### config.mk
export PLATFORM = sky130hd
export DESIGN_NAME = alu_bitslice
export DESIGN_NICKNAME = d
export VERILOG_FILES = /design/src/rtl/alu_bs_pkg.sv /design/src/rtl/alu_bs_slice.sv /design/src/rtl/alu_bs_chain.sv /design/src/rtl/alu_bs_flags.sv /design/src/rtl/alu_bitslice.sv
export SDC_FILE = /design/constraint.sdc
export NUM_CORES = 1
export LEC_CHECK = 0
export CORE_MARGIN = 1
export CORE_UTILIZATION = 39
export CTS_BUF_LIST = sky130_fd_sc_hd__clkbuf_4
export DETAILED_ROUTE_END_ITERATION = 6
export PLACE_DENSITY = 0.78
export RECOVER_POWER = 100
export SLEW_MARGIN = 5
export SYNTH_ARGS = -nofsm -noshare
export SYNTH_HDL_FRONTEND = slang
export SYNTH_HIERARCHICAL = 1
export SYNTH_SLANG_ARGS = --single-unit
### constraint.sdc
create_clock -name clk -period 28.2 [get_ports clk]
set_input_delay 8.46 -clock clk [delete_from_list [all_inputs] [get_ports clk]]
set_output_delay 8.46 -clock clk [all_outputs]
set_load 0.01 [all_outputs]
### src/rtl/alu_bs_pkg.sv
package alu_bs_pkg;
    localparam logic [2:0] SEL_AND   = 3'b000;
    localparam logic [2:0] SEL_OR    = 3'b001;
    localparam logic [2:0] SEL_PASSA = 3'b010;
    localparam logic [2:0] SEL_PASSB = 3'b011;
    localparam logic [2:0] SEL_ADD   = 3'b100;

    typedef struct packed {
        logic carry;
    } flag_state_t;
endpackage

### src/rtl/alu_bs_slice.sv
module alu_bs_slice
    import alu_bs_pkg::*;
(
    input  logic       a,
    input  logic       b,
    input  logic       cin,
    input  logic       invert_b,
    input  logic [2:0] sel,
    output logic       y,
    output logic       cout
);
    logic b_eff;
    logic sum;

    always_comb begin
        b_eff = b ^ invert_b;
        sum   = a ^ b_eff ^ cin;
        cout  = (a & b_eff) | (b_eff & cin) | (cin & a);
        case (sel)
            SEL_AND:   y = a & b;
            SEL_OR:    y = a | b;
            SEL_PASSA: y = a;
            SEL_PASSB: y = b;
            SEL_ADD:   y = sum;
            default:   y = 1'b0;
        endcase
    end
endmodule

### src/rtl/alu_bs_chain.sv
module alu_bs_chain #(
    parameter int W = 8
) (
    input  logic [W-1:0] a,
    input  logic [W-1:0] b,
    input  logic         cin0,
    input  logic         invert_b,
    input  logic [2:0]   sel,
    output logic [W-1:0] y,
    output logic         carry_into_top,
    output logic         carry_out_top
);
    logic [W:0] c;

    assign c[0] = cin0;

    for (genvar i = 0; i < W; i++) begin : g_slice
        alu_bs_slice u_slice (
            .a        (a[i]),
            .b        (b[i]),
            .cin      (c[i]),
            .invert_b (invert_b),
            .sel      (sel),
            .y        (y[i]),
            .cout     (c[i+1])
        );
    end

    assign carry_into_top = c[W-1];
    assign carry_out_top  = c[W];
endmodule

### src/rtl/alu_bs_flags.sv
module alu_bs_flags
    import alu_bs_pkg::*;
(
    input  logic       clk,
    input  logic       rst_n,
    input  logic [2:0] sel,
    input  logic       c_top_in,
    input  logic       c_top_out,
    input  logic       flag_en,
    output logic       carry_out,
    output logic       ovf_signed,
    output logic       carry_flag
);
    flag_state_t st_d, st_q;
    logic        is_add;

    always_comb begin
        is_add     = (sel == SEL_ADD);
        carry_out  = is_add & c_top_out;
        ovf_signed = is_add & (c_top_in ^ c_top_out);
        st_d       = st_q;
        if (flag_en) begin
            st_d.carry = carry_out;
        end
    end

    always_ff @(posedge clk or negedge rst_n) begin
        if (!rst_n) begin
            st_q <= '0;
        end else begin
            st_q <= st_d;
        end
    end

    assign carry_flag = st_q.carry;
endmodule

### src/rtl/alu_bitslice.sv
module alu_bitslice #(
    parameter int W = 8
) (
    input  logic         clk,
    input  logic         rst_n,
    input  logic [W-1:0] op_a,
    input  logic [W-1:0] op_b,
    input  logic         carry_in,
    input  logic         sub_en,
    input  logic [2:0]   op_sel,
    input  logic         flag_en,
    output logic [W-1:0] result,
    output logic         carry_out,
    output logic         ovf_signed,
    output logic         carry_flag
);
    logic cin0;
    logic c_top_in;
    logic c_top_out;

    // Slice 0 carry: the subtract control supplies the +1, and carry_in becomes a borrow.
    assign cin0 = carry_in ^ sub_en;

    alu_bs_chain #(.W(W)) u_chain (
        .a              (op_a),
        .b              (op_b),
        .cin0           (cin0),
        .invert_b       (sub_en),
        .sel            (op_sel),
        .y              (result),
        .carry_into_top (c_top_in),
        .carry_out_top  (c_top_out)
    );

    alu_bs_flags u_flags (
        .clk        (clk),
        .rst_n      (rst_n),
        .sel        (op_sel),
        .c_top_in   (c_top_in),
        .c_top_out  (c_top_out),
        .flag_en    (flag_en),
        .carry_out  (carry_out),
        .ovf_signed (ovf_signed),
        .carry_flag (carry_flag)
    );
endmodule

Yosys cells after proc, flatten, opt, wreduce, memory -nomap -nowiden
Cells that the tools add are included.
- bits in registers: 1
- input port bits: 24
- equal/unequal tests: 4
- muxes and demuxes: 8
- bitwise logic cells: 84
- reduce and logical (&&, ||, !) cells: 1
- operator list (operator ; number):
    $pmux 1 s5 ; 8
    $and 1x1->1 ; 34
    $xor 1x1->1 ; 26
    $or 1x1->1 ; 24
    $eq 3x2->1 const B ; 2
    $eq 3x1->1 const B ; 1
    $eq 3x3->1 const B ; 1
    $logic_not 3->1 ; 1

Longest topological paths before layout
- depth after elaboration: 27
- gate-level depth with buffers: 27
- gate-level depth less buffers: 27

Modules after synthesis
The synthesis kept the hierarchy.
- by module, submodules not included (module ; instances ; cells an instance ; area each (sq um)):
    alu_bs_slice ; 8 ; 12 ; 78.8
    alu_bs_flags ; 1 ; 5 ; 70.1
    alu_bitslice ; 1 ; 1 ; 8.8

Worst setup path after synthesis
No wires, ideal clock.
- path type: input to output
- from: input carry_in
- to: output ovf_signed
- arrival time: 12.902 ns
- data required time: 19.740 ns
- path slack: 6.838 ns
- cell stages on the path: 27
- path through: xor2_1 -> inv_1 -> fa_1 -> inv_1 -> inv_1 -> fa_1 -> inv_1 -> inv_1 -> fa_1 -> inv_1 -> inv_1 -> fa_1 -> inv_1 -> inv_1 -> fa_1 -> inv_1 -> inv_1 -> fa_1 -> inv_1 -> inv_1 -> fa_1 -> inv_1 -> inv_1 -> fa_1 -> inv_1 -> xnor2_1 -> nor4b_1
- longest elaborated chain between the ends: 27
- ends and longest elaborated chain (what ; RTL line ; source):
    start: declaration ; alu_bitslice.sv:8 ; input logic carry_in,
    $xor 1x1->1 (*) ; alu_bitslice.sv:22 ; assign cin0 = carry_in ^ sub_en;
    $and 1x1->1 ; alu_bs_slice.sv:18 ; cout = (a & b_eff) | (b_eff & cin) | (cin & a);
    $or 1x1->1 ; alu_bs_slice.sv:18 ;
    $or 1x1->1 (*) ; alu_bs_slice.sv:18 ;
    net u_chain.c[1] ; alu_bs_chain.sv:13 ; logic [W:0] c;
    $and 1x1->1 ; alu_bs_slice.sv:18 ;
    $or 1x1->1 ; alu_bs_slice.sv:18 ;
    $or 1x1->1 (*) ; alu_bs_slice.sv:18 ;
    net u_chain.c[2] ; alu_bs_chain.sv:13 ;
    [3 not listed] ; n/a ;
    net u_chain.c[3] ; alu_bs_chain.sv:13 ;
    [3 not listed] ; n/a ;
    net u_chain.c[4] ; alu_bs_chain.sv:13 ;
    [3 not listed] ; n/a ;
    net u_chain.c[5] ; alu_bs_chain.sv:13 ;
    [3 not listed] ; n/a ;
    net u_chain.c[6] ; alu_bs_chain.sv:13 ;
    [2 not listed] ; n/a ;
    $or 1x1->1 (*) ; alu_bs_slice.sv:18 ;
    net c_top_in ; alu_bitslice.sv:18 ; logic c_top_in;
    $and 1x1->1 ; alu_bs_slice.sv:18 ;
    $or 1x1->1 ; alu_bs_slice.sv:18 ;
    $or 1x1->1 (*) ; alu_bs_slice.sv:18 ;
    net c_top_out ; alu_bitslice.sv:19 ; logic c_top_out;
    $xor 1x1->1 (*) ; alu_bs_flags.sv:20 ; ovf_signed = is_add & (c_top_in ^ c_top_out);
    $and 1x1->1 (*) ; alu_bs_flags.sv:20 ;
    end: declaration ; alu_bitslice.sv:14 ; output logic ovf_signed,
The timed path passes the listed nets; every way through them passes the cells marked *.

Worst setup path after layout
- from: input sub_en
- to: output ovf_signed
- longest elaborated chain between the ends: 27
- ends and longest elaborated chain (what ; RTL line ; source):
    start: declaration ; alu_bitslice.sv:9 ; input logic sub_en,
    $xor 1x1->1 (*) ; alu_bitslice.sv:22 ;
    net cin0 ; alu_bitslice.sv:17 ; logic cin0;
    $and 1x1->1 ; alu_bs_slice.sv:18 ;
    $or 1x1->1 ; alu_bs_slice.sv:18 ;
    $or 1x1->1 (*) ; alu_bs_slice.sv:18 ;
    net u_chain.c[1] ; alu_bs_chain.sv:13 ;
    $and 1x1->1 ; alu_bs_slice.sv:18 ;
    $or 1x1->1 ; alu_bs_slice.sv:18 ;
    [1 not listed] ; n/a ;
    net u_chain.c[2] ; alu_bs_chain.sv:13 ;
    [3 not listed] ; n/a ;
    net u_chain.c[3] ; alu_bs_chain.sv:13 ;
    [3 not listed] ; n/a ;
    net u_chain.c[4] ; alu_bs_chain.sv:13 ;
    [3 not listed] ; n/a ;
    net u_chain.c[5] ; alu_bs_chain.sv:13 ;
    [3 not listed] ; n/a ;
    net u_chain.c[6] ; alu_bs_chain.sv:13 ;
    [2 not listed] ; n/a ;
    $or 1x1->1 (*) ; alu_bs_slice.sv:18 ;
    net c_top_in ; alu_bitslice.sv:18 ;
    $and 1x1->1 ; alu_bs_slice.sv:18 ;
    $or 1x1->1 ; alu_bs_slice.sv:18 ;
    $or 1x1->1 (*) ; alu_bs_slice.sv:18 ;
    net c_top_out ; alu_bitslice.sv:19 ;
    $xor 1x1->1 (*) ; alu_bs_flags.sv:20 ;
    $and 1x1->1 (*) ; alu_bs_flags.sv:20 ;
Marks and branches as above.

==> results.json <==
{
  "status": "finished clean",
  "crit_fanout": 9,
  "hold_viol_final": 0,
  "drive_gt1_share_pct": 0.7353,
  "setup_violations": 0,
  "yosysTopAreaCellShare_pct": 22.57,
  "slew_headroom_pct": 33.82,
  "clkLatencyLatePin_ps": 0,
  "die_y_um": 44.65,
  "top_layer_used": "met3",
  "endpoint": "ovf_signed",
  "tightest_slew_ps": 989.7,
  "finalPower_w": 0.00002166,
  "core_area_sq_mm": 0.001708,
  "fin_crit_ps": 23010,
  "clkSlewWorstSetupHoldPaths_ps": 0,
  "grt_antenna_before_repair": 0,
  "synthesis.nets": 134,
  "antenna_left": 0,
  "wire_per_inst_um": 10.60,
  "start_util_pct": 41.54,
  "grt_pass1_wl_um": 2946,
  "gp_congestion": 0.6995,
  "drt_first_pass_iters": 3,
  "holdBufCountCts": 0,
  "synth.largest_area_cell": "fa_1",
  "critical_path_required_ps": 19740,
  "die_w_um": 44.65,
  "ctsResizeCount": 0,
  "min_path_cells": 1,
  "slowest_delay_ps": 890,
  "cap_violations": 0,
  "reg2reg_from": "u_flags/carry_flag",
  "io_pins": 35,
  "yosysWarnings": 6,
  "synth_area_per_cell_sq_um": 6.955,
  "wl_met3_um": 46,
  "numPortBuffers": 34,
  "num_vias": 777,
  "p_per_area_mw_per_mm2": 20.03,
  "grt_pass1_vias": 736,
  "synth_seq_cells": 1,
  "dpl.hpwl_um": 1307,
  "reg2reg_slack_ps": 27460,
  "worst_ir_drop_vdd_uv": 10.72,
  "n_antenna_cell": 0,
  "synth_area_leaders": "fa_1, inv_1, a21oi_1, xnor2_1, and3b_1",
  "maxSlewViolCount": 0,
  "grt_max_degree": 35,
  "setup.worst_path.class": "in2out",
  "max_freq_mhz": 43.47,
  "cp-startpoint": "sub_en",
  "hold_slack_ps": 494.6,
  "r2r-end": "u_flags/carry_flag",
  "finalClockSkew_ps": 0,
  "cts_setup_buffers": 0,
  "total_leakage_power_nw": 0.5516,
  "syn_area_sq_um": 709.4,
  "die-area_sq_mm": 0.001994,
  "synthCells": 102,
  "post-route-period-util_pct": 81.58,
  "fin_tns_setup_ps": 0,
  "rsz0062_at_grt": "no",
  "cp-end-kind": "output port",
  "drc": 0,
  "crit_slowest_cell": "dlygate4sd3_1",
  "critPathLaunchType": "input pin",
  "rows": 15,
  "syn_to_final_growth_pct": 52.38,
  "rr_worst_depth": 1,
  "cpMostUsedCell": "inv_1",
  "drt_iter0_drc": 10,
  "fin_nets": 170,
  "globalRoute.totalOverflow": 0,
  "largest_register_ffs": 1,
  "hold_class": "reg2reg",
  "synth_cell_types": 12,
  "drt-met1-wl_um": 713,
  "drt-total-wl_um": 1707,
  "critPathArrivalTime_ps": 14550,
  "synth_seq_area_share_pct": 3.527,
  "grtUsageTotal_pct": 18.68,
  "vias_per_cell": 4.826,
  "wl_met2_um": 947
}
[area by class of cell]
class | instances | area (sq um)
Sequential cell | 1 | 25.02
Inverter | 32 | 120.1
Tap cell | 25 | 31.28
Multi-Input combinational cell | 69 | 564.3
Timing Repair Buffer | 34 | 340.3
Fill cell | 157 | 626.9
[cells in the final DEF (no fill, tap or decap), drive strengths merged]
cell type	Yosys	final
inv	32	32
clkdlybuf4s50	0	21
nor2	16	16
a21oi	16	16
dlygate4sd3	0	13
xnor2	9	9
and3b	8	8
o32ai	8	8
fa	8	8
xor2	1	1
and4bb	1	1
nor4b	1	1
mux2	1	1
dfrtp	1	1
[where the power goes]
part           internal, W  switching, W
sequential      0.00000153  0.0000000314
clock                    0             0
combinational    0.0000104    0.00000967
total            0.0000119    0.00000971
[critical path: cells and delay by family]
family	cells	cell delay [ps]
xor gates and xnor gates	2	290
buffers and inverters	18	2500
and+or+nand+nor	1	260
adders and majority gates	8	3050
[worst min path at each step]
stage | start | endpoint
4_1_cts | u_flags/carry_flag | u_flags/carry_flag
6_report | u_flags/carry_flag | u_flags/carry_flag
3_3_place_gp | u_flags/carry_flag | u_flags/carry_flag
5_1_grt | u_flags/carry_flag | u_flags/carry_flag
2_1_floorplan | u_flags/carry_flag | u_flags/carry_flag
3_5_place_dp | u_flags/carry_flag | u_flags/carry_flag
[Yosys cell counts, drive strengths merged]
master and n:
inv 32, nor4b 1, a21oi 16, dfrtp 1, and4bb 1, mux2 1, fa 8, xor2 1
and3b 8, xnor2 9, nor2 16, o32ai 8
[stage by stage]
stage / worst slack [ps] / std cells / util (%) / cell area [sq um]
CTS: 5249 / 161 / 63.30 / 1081
global placement: 5464 / 161 / 63.30 / 1081
global route: 4848 / 161 / 63.30 / 1081
detailed placement: 5258 / 161 / 63.30 / 1081
finish: 5193 / 161 / 63.30 / 1081
floorplan: 6838 / 102 / - / 709.4
[routing by layer]
layer	up-vias	GRT usage [%]
met2	14	35.00
met4	0	1.212
met3	0	0.4082
met5	-	0
met1	366	24.87
li1	397	-
[cells by family (layout without fill, tap and decap cells)]
logic type / after synthesis / in the layout / synth area share [%]
XOR/XNOR: 10 / 10 / 12.35
buffers and inverters: 32 / 66 / 16.93
multiplexers: 1 / 1 / 2.116
adder cells (fa/ha/maj): 8 / 8 / 22.57
AND/OR/NAND/NOR: 26 / 26 / 21.34
flip-flops: 1 / 1 / 3.527
AO/OA/AOI/OAI: 24 / 24 / 21.16
No activity file was read; power rests on OpenSTA's default activity.
